## config.mk

```make
export PLATFORM = sky130hd
export DESIGN_NAME = int_exec_unit
export DESIGN_NICKNAME = d
export VERILOG_FILES = /design/src/rtl/int_exec_pkg.sv /design/src/rtl/int_exec_decode.sv /design/src/rtl/int_exec_immext.sv /design/src/rtl/int_exec_logic.sv /design/src/rtl/int_exec_shift.sv /design/src/rtl/int_exec_unit.sv
export SDC_FILE = /design/constraint.sdc
export NUM_CORES = 1
export LEC_CHECK = 0
export ABC_AREA = 1
export BUFFER_PORTS_ARGS = -buffer_cell sky130_fd_sc_hd__clkbuf_2
export CAP_MARGIN = 40
export CELL_PAD_IN_SITES_DETAIL_PLACEMENT = 1
export CELL_PAD_IN_SITES_GLOBAL_PLACEMENT = 1
export CORE_UTILIZATION = 40
export DETAILED_ROUTE_END_ITERATION = 10
export PLACE_DENSITY = 0.83
export SETUP_SLACK_MARGIN = 0.15
export SYNTH_ARGS = -nofsm -noshare
export SYNTH_HDL_FRONTEND = slang
export SYNTH_SLANG_ARGS = --single-unit
```

## constraint.sdc

```tcl
create_clock -name vclk -period 7.3
set_input_delay 0.365 -clock vclk [all_inputs]
set_output_delay 0.365 -clock vclk [all_outputs]
set_load 0.02 [all_outputs]
```

## src/rtl/int_exec_pkg.sv

```systemverilog
package int_exec_pkg;

    localparam int INSN_W  = 32;
    localparam int REGIDX_W = 5;
    localparam int IMM_W   = 16;

    typedef enum logic [5:0] {
        OPC_REGFORM = 6'd0,
        OPC_ADDI    = 6'd8,
        OPC_ADDIU   = 6'd9,
        OPC_ANDI    = 6'd12,
        OPC_ORI     = 6'd13,
        OPC_XORI    = 6'd14
    } opcode_e;

    typedef enum logic [5:0] {
        FN_SLL  = 6'd0,
        FN_SRL  = 6'd2,
        FN_SRA  = 6'd3,
        FN_SLLV = 6'd4,
        FN_SRLV = 6'd6,
        FN_SRAV = 6'd7,
        FN_ADD  = 6'd32,
        FN_SUB  = 6'd34,
        FN_AND  = 6'd36,
        FN_OR   = 6'd37,
        FN_XOR  = 6'd38,
        FN_NOR  = 6'd39
    } funct_e;

    typedef enum logic [3:0] {
        XOP_ADD,
        XOP_SUB,
        XOP_AND,
        XOP_OR,
        XOP_XOR,
        XOP_NOR,
        XOP_SHL,
        XOP_SHR,
        XOP_SRA
    } xop_e;

    typedef enum logic [1:0] {
        IMM_NONE,
        IMM_SIGN,
        IMM_ZERO
    } imm_mode_e;

    typedef struct packed {
        logic      valid;
        xop_e      xop;
        imm_mode_e imm_mode;
        logic      is_shift;
        logic      amt_from_reg;
        logic      dst_is_rd;
    } exec_ctl_t;

endpackage

```

## src/rtl/int_exec_decode.sv

```systemverilog
module int_exec_decode
    import int_exec_pkg::*;
(
    input  logic [5:0] opcode_i,
    input  logic [5:0] funct_i,
    output exec_ctl_t  ctl_o
);

    always_comb begin
        ctl_o = '{valid: 1'b0, xop: XOP_ADD, imm_mode: IMM_NONE,
                  is_shift: 1'b0, amt_from_reg: 1'b0, dst_is_rd: 1'b0};
        if (opcode_i == OPC_REGFORM) begin
            ctl_o.dst_is_rd = 1'b1;
            ctl_o.valid     = 1'b1;
            unique case (funct_i)
                FN_ADD:  ctl_o.xop = XOP_ADD;
                FN_SUB:  ctl_o.xop = XOP_SUB;
                FN_AND:  ctl_o.xop = XOP_AND;
                FN_OR:   ctl_o.xop = XOP_OR;
                FN_XOR:  ctl_o.xop = XOP_XOR;
                FN_NOR:  ctl_o.xop = XOP_NOR;
                FN_SLL: begin
                    ctl_o.xop = XOP_SHL;
                    ctl_o.is_shift = 1'b1;
                end
                FN_SRL: begin
                    ctl_o.xop = XOP_SHR;
                    ctl_o.is_shift = 1'b1;
                end
                FN_SRA: begin
                    ctl_o.xop = XOP_SRA;
                    ctl_o.is_shift = 1'b1;
                end
                FN_SLLV: begin
                    ctl_o.xop = XOP_SHL;
                    ctl_o.is_shift = 1'b1;
                    ctl_o.amt_from_reg = 1'b1;
                end
                FN_SRLV: begin
                    ctl_o.xop = XOP_SHR;
                    ctl_o.is_shift = 1'b1;
                    ctl_o.amt_from_reg = 1'b1;
                end
                FN_SRAV: begin
                    ctl_o.xop = XOP_SRA;
                    ctl_o.is_shift = 1'b1;
                    ctl_o.amt_from_reg = 1'b1;
                end
                default: ctl_o.valid = 1'b0;
            endcase
        end else begin
            ctl_o.valid = 1'b1;
            unique case (opcode_i)
                OPC_ADDI, OPC_ADDIU: begin
                    ctl_o.xop = XOP_ADD;
                    ctl_o.imm_mode = IMM_SIGN;
                end
                OPC_ANDI: begin
                    ctl_o.xop = XOP_AND;
                    ctl_o.imm_mode = IMM_ZERO;
                end
                OPC_ORI: begin
                    ctl_o.xop = XOP_OR;
                    ctl_o.imm_mode = IMM_ZERO;
                end
                OPC_XORI: begin
                    ctl_o.xop = XOP_XOR;
                    ctl_o.imm_mode = IMM_ZERO;
                end
                default: ctl_o.valid = 1'b0;
            endcase
        end
    end

endmodule

```

## src/rtl/int_exec_immext.sv

```systemverilog
module int_exec_immext
    import int_exec_pkg::*;
#(
    parameter int DATA_W = 32
) (
    input  logic [IMM_W-1:0]  imm_i,
    input  imm_mode_e         mode_i,
    output logic [DATA_W-1:0] ext_o
);

    localparam int PAD_W = DATA_W - IMM_W;

    always_comb begin
        unique case (mode_i)
            IMM_SIGN: ext_o = {{PAD_W{imm_i[IMM_W-1]}}, imm_i};
            IMM_ZERO: ext_o = {{PAD_W{1'b0}}, imm_i};
            default:  ext_o = '0;
        endcase
    end

endmodule

```

## src/rtl/int_exec_logic.sv

```systemverilog
module int_exec_logic
    import int_exec_pkg::*;
#(
    parameter int DATA_W = 32
) (
    input  logic [DATA_W-1:0] a_i,
    input  logic [DATA_W-1:0] b_i,
    input  xop_e              xop_i,
    output logic [DATA_W-1:0] res_o
);

    always_comb begin
        unique case (xop_i)
            XOP_ADD: res_o = a_i + b_i;
            XOP_SUB: res_o = a_i - b_i;
            XOP_AND: res_o = a_i & b_i;
            XOP_OR:  res_o = a_i | b_i;
            XOP_XOR: res_o = a_i ^ b_i;
            XOP_NOR: res_o = ~(a_i | b_i);
            default: res_o = '0;
        endcase
    end

endmodule

```

## src/rtl/int_exec_shift.sv

```systemverilog
module int_exec_shift
    import int_exec_pkg::*;
#(
    parameter int DATA_W     = 32,
    parameter int SHIFT_IMPL = 1,
    localparam int SH_W      = $clog2(DATA_W)
) (
    input  logic [DATA_W-1:0] val_i,
    input  logic [SH_W-1:0]   amt_i,
    input  xop_e              xop_i,
    output logic [DATA_W-1:0] res_o
);

    generate
        if (SHIFT_IMPL == 0) begin : g_operator
            always_comb begin
                unique case (xop_i)
                    XOP_SHL: res_o = val_i << amt_i;
                    XOP_SHR: res_o = val_i >> amt_i;
                    XOP_SRA: res_o = DATA_W'($signed(val_i) >>> amt_i);
                    default: res_o = '0;
                endcase
            end
        end else begin : g_barrel
            logic [DATA_W-1:0] in_ord;
            logic [DATA_W-1:0] staged;
            logic              fill;

            always_comb begin
                for (int k = 0; k < DATA_W; k++) begin
                    in_ord[k] = (xop_i == XOP_SHL) ? val_i[DATA_W-1-k] : val_i[k];
                end
                fill = (xop_i == XOP_SRA) ? val_i[DATA_W-1] : 1'b0;
                staged = in_ord;
                for (int s = 0; s < SH_W; s++) begin
                    if (amt_i[s]) begin
                        staged = (staged >> (1 << s))
                               | (fill ? ~({DATA_W{1'b1}} >> (1 << s)) : '0);
                    end
                end
                for (int k = 0; k < DATA_W; k++) begin
                    res_o[k] = (xop_i == XOP_SHL) ? staged[DATA_W-1-k] : staged[k];
                end
            end
        end
    endgenerate

endmodule

```

## src/rtl/int_exec_unit.sv

```systemverilog
module int_exec_unit
    import int_exec_pkg::*;
#(
    parameter int DATA_W     = 32,
    parameter int SHIFT_IMPL = 1
) (
    input  logic [INSN_W-1:0]   instr_i,
    input  logic [DATA_W-1:0]   src_a_i,
    input  logic [DATA_W-1:0]   src_b_i,
    output logic [DATA_W-1:0]   result_o,
    output logic [REGIDX_W-1:0] dest_o,
    output logic                wr_en_o
);

    localparam int SH_W = $clog2(DATA_W);

    exec_ctl_t         ctl;
    logic [DATA_W-1:0] imm_ext;
    logic [DATA_W-1:0] opnd_b;
    logic [DATA_W-1:0] logic_res;
    logic [DATA_W-1:0] shift_res;
    logic [SH_W-1:0]   shift_amt;
    logic              unused_rs_field;

    assign unused_rs_field = ^instr_i[25:21];

    int_exec_decode u_decode (
        .opcode_i (instr_i[31:26]),
        .funct_i  (instr_i[5:0]),
        .ctl_o    (ctl)
    );

    int_exec_immext #(.DATA_W(DATA_W)) u_immext (
        .imm_i  (instr_i[IMM_W-1:0]),
        .mode_i (ctl.imm_mode),
        .ext_o  (imm_ext)
    );

    assign opnd_b    = (ctl.imm_mode == IMM_NONE) ? src_b_i : imm_ext;
    assign shift_amt = ctl.amt_from_reg ? src_a_i[SH_W-1:0] : SH_W'(instr_i[10:6]);

    int_exec_logic #(.DATA_W(DATA_W)) u_logic (
        .a_i   (src_a_i),
        .b_i   (opnd_b),
        .xop_i (ctl.xop),
        .res_o (logic_res)
    );

    int_exec_shift #(.DATA_W(DATA_W), .SHIFT_IMPL(SHIFT_IMPL)) u_shift (
        .val_i (src_b_i),
        .amt_i (shift_amt),
        .xop_i (ctl.xop),
        .res_o (shift_res)
    );

    always_comb begin
        if (ctl.valid) begin
            wr_en_o  = 1'b1;
            result_o = ctl.is_shift ? shift_res : logic_res;
            dest_o   = ctl.dst_is_rd ? instr_i[15:11] : instr_i[20:16];
        end else begin
            wr_en_o  = 1'b0;
            result_o = '0;
            dest_o   = '0;
        end
    end

endmodule

```

==> flow_metrics.tcl, run 1 <==
set metrics [dict create \
    status "finished clean" \
    wire_per_inst_um 20.0 \
    yosysTopAreaCell "nand3_1" \
    nClkBuffers 0 \
    setup.worst_path.start_class "input pin" \
    die_area_um2 21800 \
    hold_ws_ns 1.06 \
    grt_pass1_wl_um 60500 \
    critPathRequiredTime_ns 6.93 \
    drt_iter0_drc 1038 \
    path_class "in -> out" \
    grt_max_degree 70 \
    netlist_top_cells_area "nand3_1, nand2_1, ha_1" \
    cts_hold_buf 0 \
    syn_avg_cell_area_um2 5.30 \
    fin_cells 1937 \
    multi_input_area_um2 7290 \
    seq_cell_count 0 \
    synthesis.nets 1793 \
    antenna_cells 0 \
    grt_setup_unrepaired "no" \
    max_stage_delay_ns 0.39 \
    p_leak_uw 0.00523 \
    min_period_ns 6.42 \
    hpwl_um 32100 \
    regArea_um2 0 \
    cp_slowest_cell "inv_2" \
    fin_setup_tns_ns 0 \
    core.rowCount 52 \
    vias 11800 \
    cts_resized 0 \
    max_slew_margin_pct 36.5 \
    grt_pass1_vias 11500 \
    vias_per_cell 6.07 \
    syn_to_final_growth_pct 9.64 \
    overflow 0 \
    end_kind "output pin" \
    synth_sequential_area_ratio_pct 0 \
    nFillCells 3073 \
    postRouteAntennaNets 0 \
    io_pins 134 \
    drc 0 \
    p_per_area_nw_per_um2 72.1 \
    cp.arrival_ns 6.06 \
    nets 1865 \
    worst_pin_slew_ns 0.942 \
    period_share_pct 88.0 \
    cp_common_cell "nand3_1" \
    min_path_type "in -> out" \
    cap_violations 0 \
    initial_core_util_pct 41.3 \
    grt_use_total_pct 34.8 \
    finalSetupViolCount 0 \
    gr-usage-met1_pct 45.8 \
    drtPass1Iterations 6 \
    syn_inst 1597 \
    drt-total-wl_um 38700 \
    synth_top_area_share_pct 24.3 \
    critPathBufInv 6 \
    grt_use_met2_pct 57.6 \
    die_h_um 147 \
    grt-busiest-layer "met2" \
    report.final.slew_viol_count 0 \
    gp_congestion 0.966 \
    antenna_found_initial 0 \
    post_cts_buffers 0 \
    timing.fmax_mhz 156 \
    io_buffers 129 \
    ir_worst_vdd_v 0.0000304 \
    critical_path.top_delay_family "simple AND/OR/NAND/NOR gates" \
    yosys.cell_types.count 54 \
    die_w_um 147 \
    met3_usage_pct 3.95 \
    timing.final.hold_violations 0 \
    worstPathMaxFanout 34 \
    dp.cells 1936 \
    yosys_warnings 0 \
    syn_area_um2 8470 \
    core_um2 20500 \
    final_layout_size_suffix_gt1_share_pct 12.1 \
]
[final timing paths]
check	from	to	slack [ns]	cells after the start
setup / recovery	instr_i[31]	result_o[26]	0.88	32
hold / removal	instr_i[19]	dest_o[3]	1.06	4
[placed cells by master (no fill, tap or decap), types with 3 or more instances in the layout]
cell type / instances
nor2_1: 120
buf_16: 3
a21o_1: 7
a221oi_1: 29
buf_4: 11
xor2_1: 35
or2_2: 10
nand2_2: 5
a21oi_2: 5
inv_1: 200
inv_2: 8
o22ai_1: 16
nand2_1: 358
nor3_1: 9
nand3_2: 4
nor2_2: 6
a31oi_1: 9
nand4_1: 15
nor2_4: 3
clkinv_1: 3
nand3_1: 411
o21ai_0: 65
o21bai_1: 6
o21ai_1: 13
nor4_1: 3
clkbuf_2: 129
a21oi_1: 46
ha_1: 99
o211ai_1: 5
nand3b_1: 3
[layer usage]
| layer | wire (um) | vias to the layer above |
|---|---|---|
| met4 | 1800 | 0 |
| met5 | 0 | - |
| met2 | 17300 | 532 |
| li1 | - | 5531 |
| met3 | 3010 | 115 |
| met1 | 16500 | 5577 |
[cell usage after synthesis (15+ instances only)]
| cell type | n |
|---|---|
| a21oi_1 | 46 |
| a221oi_1 | 29 |
| buf_2 | 38 |
| clkbuf_1 | 24 |
| ha_1 | 99 |
| inv_1 | 200 |
| nand2_1 | 358 |
| nand3_1 | 411 |
| nand4_1 | 15 |
| nor2_1 | 121 |
| o21ai_0 | 65 |
| o22ai_1 | 16 |
| xor2_1 | 35 |
[power by group]
part           internal, uW  total (uW)  leakage, uW  switching (uW)
registers                 0           0            0               0
logic                   217         669      0.00523             453
clock network             0           0            0               0
[cell type report]
type                            count  area share, %
Multi-Input combinational cell   1308           78.6
Timing Repair Buffer              146           9.11
Inverter                          213           8.67
Tap cell                          270           3.64
[cell families (layout without fill, tap and decap cells)]
| group | after synthesis | count (layout) | synth area share, % |
|---|---|---|---|
| AO/OA/AOI/OAI | 214 | 214 | 15.8 |
| XOR/XNOR | 37 | 37 | 3.83 |
| AND/OR/NAND/NOR | 957 | 957 | 51.6 |
| adder cells (fa/ha/maj) | 100 | 100 | 14.9 |
| buffers and inverters | 289 | 359 | 14.0 |
[metrics by stage]
step / setup slack [ns] / cell area [um2] / utilization [%] / total power, uW
floorplan: 2.30 / 8470 / - / 434
global placement: 1.26 / 9160 / 44.7 / 620
detailed placement: 0.984 / 9280 / 45.3 / 652
CTS: 0.971 / 9280 / 45.3 / 656
global route: 0.302 / 9280 / 45.3 / 734
finish: 0.876 / 9280 / 45.3 / 669
Note: power is estimated with default switching activity, not from simulation.
==> run 2: changes to the inputs <==
ABC_AREA = 0   (was 1)
PLACE_DENSITY = 0.77   (was 0.83)
SYNTH_HIERARCHICAL = 1   (was not set)
==> flow_metrics.tcl, run 2 <==
set metrics [dict create \
    status "finished clean" \
    path_class "in -> out" \
    yosys_warnings 6 \
    postRouteAntennaNets 0 \
    synth_top_family_by_area "compound AO/OA/AOI/OAI gates" \
    p_per_area_nw_per_um2 76.2 \
    drtPass1Iterations 5 \
    synth_adder_area_share_pct 14.5 \
    netlist_top_cells_area "ha_1, mux2i_1, mux2_2" \
    overflow 0 \
    die_h_um 149 \
    end_kind "output pin" \
    hpwl_um 28200 \
    synth_compound_area_share_pct 28.4 \
    nets 1410 \
    syn_area_um2 8600 \
    io_buffers 129 \
    antenna_found_initial 0 \
    grt_max_degree 65 \
    period_share_pct 92.0 \
    dr_wl_met2_um 16400 \
    pwr-share-seq_pct 0 \
    grt_pass1_vias 9308 \
    core_um2 21000 \
    cp.arrival_ns 6.35 \
    syn_to_final_growth_pct 8.85 \
    post_cts_buffers 0 \
    final_common_cell "clkbuf_2" \
    dr_wl_met3_um 2120 \
    intPower_uw 270 \
    synth_top_area_share_pct 14.3 \
    fin_ws_ns 0.581 \
    core.rowCount 53 \
    io_pins 134 \
    cap_violations 0 \
    ir_worst_vdd_v 0.0000396 \
    final_cell_mix "clkbuf_2, nand2_1, ha_1" \
    synth_common_cells "nand2_1, ha_1, inv_1" \
    cp_slowest_cell "or4_4" \
    top_layer "met4" \
    synth_sequential_area_ratio_pct 0 \
    finalSetupViolCount 0 \
    synthMuxAreaShare_pct 22.2 \
    gp_congestion 0.985 \
    clock_power_share_pct 0 \
    vias 9562 \
    timing.fmax_mhz 149 \
    syn_avg_cell_area_um2 7.48 \
    regArea_um2 0 \
    min_path_type "in -> out" \
    report.final.slew_viol_count 0 \
    max_stage_delay_ns 0.59 \
    vias_per_cell 6.43 \
    p_leak_uw 0.00407 \
    initial_core_util_pct 40.9 \
    final_layout_size_suffix_gt1_share_pct 23.2 \
    nClkBuffers 0 \
    comb_power_share_pct 100.0 \
    die_area_um2 22100 \
    p_switching_uw 444 \
    grt_use_total_pct 30.9 \
    worstPathMaxFanout 16 \
    fin_setup_tns_ns 0 \
    post-synth-top-count-cell "nand2_1" \
    min_period_ns 6.72 \
    timing.final.hold_violations 0 \
    fin_util_pct 44.5 \
    die_w_um 149 \
    synth-simple-area-share_pct 20.0 \
    seq_cell_count 0 \
    power_uw 713 \
    max_slew_margin_pct 39.7 \
    yosys.cell_types.count 84 \
    critical_path.top_delay_family "simple AND/OR/NAND/NOR gates" \
    synthesis.nets 1345 \
    critPathBufInv 3 \
    yosysTopAreaCell "ha_1" \
    critPathRequiredTime_ns 6.93 \
    setup.worst_path.start_class "input pin" \
    grt_setup_unrepaired "no" \
    syn_inst 1150 \
    p_sw_share_pct 62.2 \
    drc 0 \
    wl_met1_um 15300 \
    worst_pin_slew_ns 0.902 \
    wire_per_inst_um 23.4 \
    hold_ws_ns 1.13 \
    antenna_cells 0 \
    drt-total-wl_um 34800 \
    post-place-ws_ns 0.483 \
    grt_pass1_wl_um 53600 \
    drt_iter0_drc 779 \
    synth_xor_area_share_pct 5.71 \
]
==> run 2: power by group through the flow <==
| stage | Sequential (uW) | Combinational (uW) | Clock [uW] |
|---|---|---|---|
| floorplan | 0 | 453 | 0 |
| global placement | 0 | 671 | 0 |
| detailed placement | 0 | 687 | 0 |
| CTS | 0 | 690 | 0 |
| global route | 0 | 761 | 0 |
| finish | 0 | 713 | 0 |
==> run 2: stage by stage <==
stage / area [um2] / cells
3_5_place_dp: 9330 / 1487
6_report: 9360 / 1488
5_1_grt: 9360 / 1488
4_1_cts: 9330 / 1487
2_1_floorplan: 8600 / 1150
3_3_place_gp: 9270 / 1483
==> run 2: final timing paths <==
path | slack [ns] | from | end | cells past startpoint
worst max-delay path | 0.58 | instr_i[31] | result_o[28] | 25
worst min-delay path | 1.13 | instr_i[17] | dest_o[1] | 4
==> run 2: layout make-up <==
class,count,area (um2)
Fill cell,2729,11700
Multi-Input combinational cell,982,7870
Timing Repair Buffer,152,843
Tap cell,275,344
Inverter,79,297
==> run 2: per-layer routing <==
layer	vias to the layer above	global-route usage, %
met5	-	0
met4	0	9.02
met3	67	2.52
met2	370	52.3
met1	4681	41.7
li1	4444	-
==> run 2: logic make-up (layout without fill, tap and decap cells) <==
kind of cell             count (synthesis)  after routing
AO/OA/AOI/OAI                          351            351
AND/OR/NAND/NOR                        327            327
buffers and inverters                  168            231
multiplexers                           149            149
adder cells (fa/ha/maj)                 99             99
XOR/XNOR                                56             56
==> run 2: timing repair <==
item                       CTS  global route
hold buffers                 0             0
setup endpoints to repair    0            12
gates resized for setup      0             5
==> run 3: changes to the inputs <==
BUFFER_PORTS_ARGS = not set   (was -buffer_cell sky130_fd_sc_hd__clkbuf_2)
CELL_PAD_IN_SITES_DETAIL_PLACEMENT = not set   (was 1)
CELL_PAD_IN_SITES_GLOBAL_PLACEMENT = not set   (was 1)
DONT_BUFFER_PORTS = 1   (was not set)
PLACE_DENSITY = 0.53   (was 0.77)
SKIP_LAST_GASP = 1   (was not set)
==> flow_metrics.tcl, run 3 (synthesized netlist as in run 2, its figures left out) <==
set metrics [dict create \
    end_kind "output pin" \
    gp_congestion 0.966 \
    multi_input_area_um2 7870 \
    die_area_um2 22100 \
    postPlaceCellArea_um2 8680 \
    initial_core_util_pct 40.9 \
    cts_hold_buf 0 \
    stdcell_area_um2 8690 \
    fin_setup_tns_ns 0 \
    die_w_um 149 \
    grt_pass1_wl_um 48400 \
    io_pins 134 \
    drtPass1Iterations 6 \
    core_um2 21000 \
    cp.arrival_ns 6.34 \
    drt_iter0_drc 930 \
    grt_max_degree 65 \
    antenna_found_initial 1 \
    grt_setup_unrepaired "no" \
    max_slew_margin_pct 40.0 \
    max_stage_delay_ns 0.53 \
    critical_path.top_delay_family "compound AO/OA/AOI/OAI gates" \
    ir_worst_vdd_v 0.0000307 \
    critPathRequiredTime_ns 6.93 \
    status "finished clean" \
    post_cts_buffers 0 \
    cts_resized 0 \
    min_period_ns 6.71 \
    path_class "in -> out" \
    io_buffers 0 \
    regArea_um2 0 \
    syn_to_final_growth_pct 1.09 \
    nets 1278 \
    seq_cell_count 0 \
    drc 0 \
    grt_use_total_pct 28.3 \
    drt-total-wl_um 32100 \
    nFillCells 2219 \
    finalSetupViolCount 0 \
    core.rowCount 53 \
    timing.fmax_mhz 149 \
    worst_pin_slew_ns 0.892 \
    vias 8785 \
    nClkBuffers 0 \
    wire_per_inst_um 23.7 \
    postRouteAntennaNets 0 \
    die_h_um 149 \
    antenna_cells 0 \
    setup.worst_path.start_class "input pin" \
    final_common_cell "nand2_1" \
    power_uw 642 \
    vias_per_cell 6.48 \
    final_layout_size_suffix_gt1_share_pct 13.5 \
    cp_slowest_cell "a221oi_1" \
    overflow 0 \
    report.final.slew_viol_count 0 \
    hpwl_um 25700 \
    final_cell_mix "nand2_1, ha_1, inv_1" \
    period_share_pct 91.9 \
    p_leak_uw 0.00350 \
    min_path_type "in -> out" \
    p_per_area_nw_per_um2 73.9 \
    critPathBufInv 2 \
    grt_pass1_vias 8056 \
    timing.final.hold_violations 0 \
    cap_violations 0 \
    fin_util_pct 41.3 \
    worstPathMaxFanout 16 \
]
run 3: layout make-up:
type | instances | area share, %
inverter | 79 | 3.41
tap | 275 | 3.96
timing repair buffer | 20 | 2.10
multi-input combinational | 982 | 90.5
run 3: metrics by stage:
step | std cells | hold WS, ns | worst slack, ns
global route | 1356 | 0.980 | 0.165
floorplan | 1150 | 0.943 | 1.28
global placement | 1353 | 0.952 | 0.696
finish | 1356 | 0.955 | 0.595
detailed placement | 1356 | 0.957 | 0.646
CTS | 1356 | 0.961 | 0.625
run 3: worst paths after layout:
| kind | slack (ns) | cells after the start | start | endpoint |
|---|---|---|---|---|
| min | 0.95 | 2 | instr_i[17] | dest_o[1] |
| max | 0.59 | 25 | instr_i[31] | result_o[31] |
run 3: per-layer routing:
layer  track usage (%)  up-vias  share of wire [%]
met5                 0        -              0.037
met4              8.04        2                2.9
met3              4.60       61                8.9
met2              45.5      416                 44
met1              38.7     4126                 44
li1                  -     4180                  -
run 3: power breakdown:
part | switching, uW | internal, uW | leakage (uW) | total, uW
clock network | 0 | 0 | 0 | 0
logic | 396 | 247 | 0.00350 | 642
registers | 0 | 0 | 0 | 0
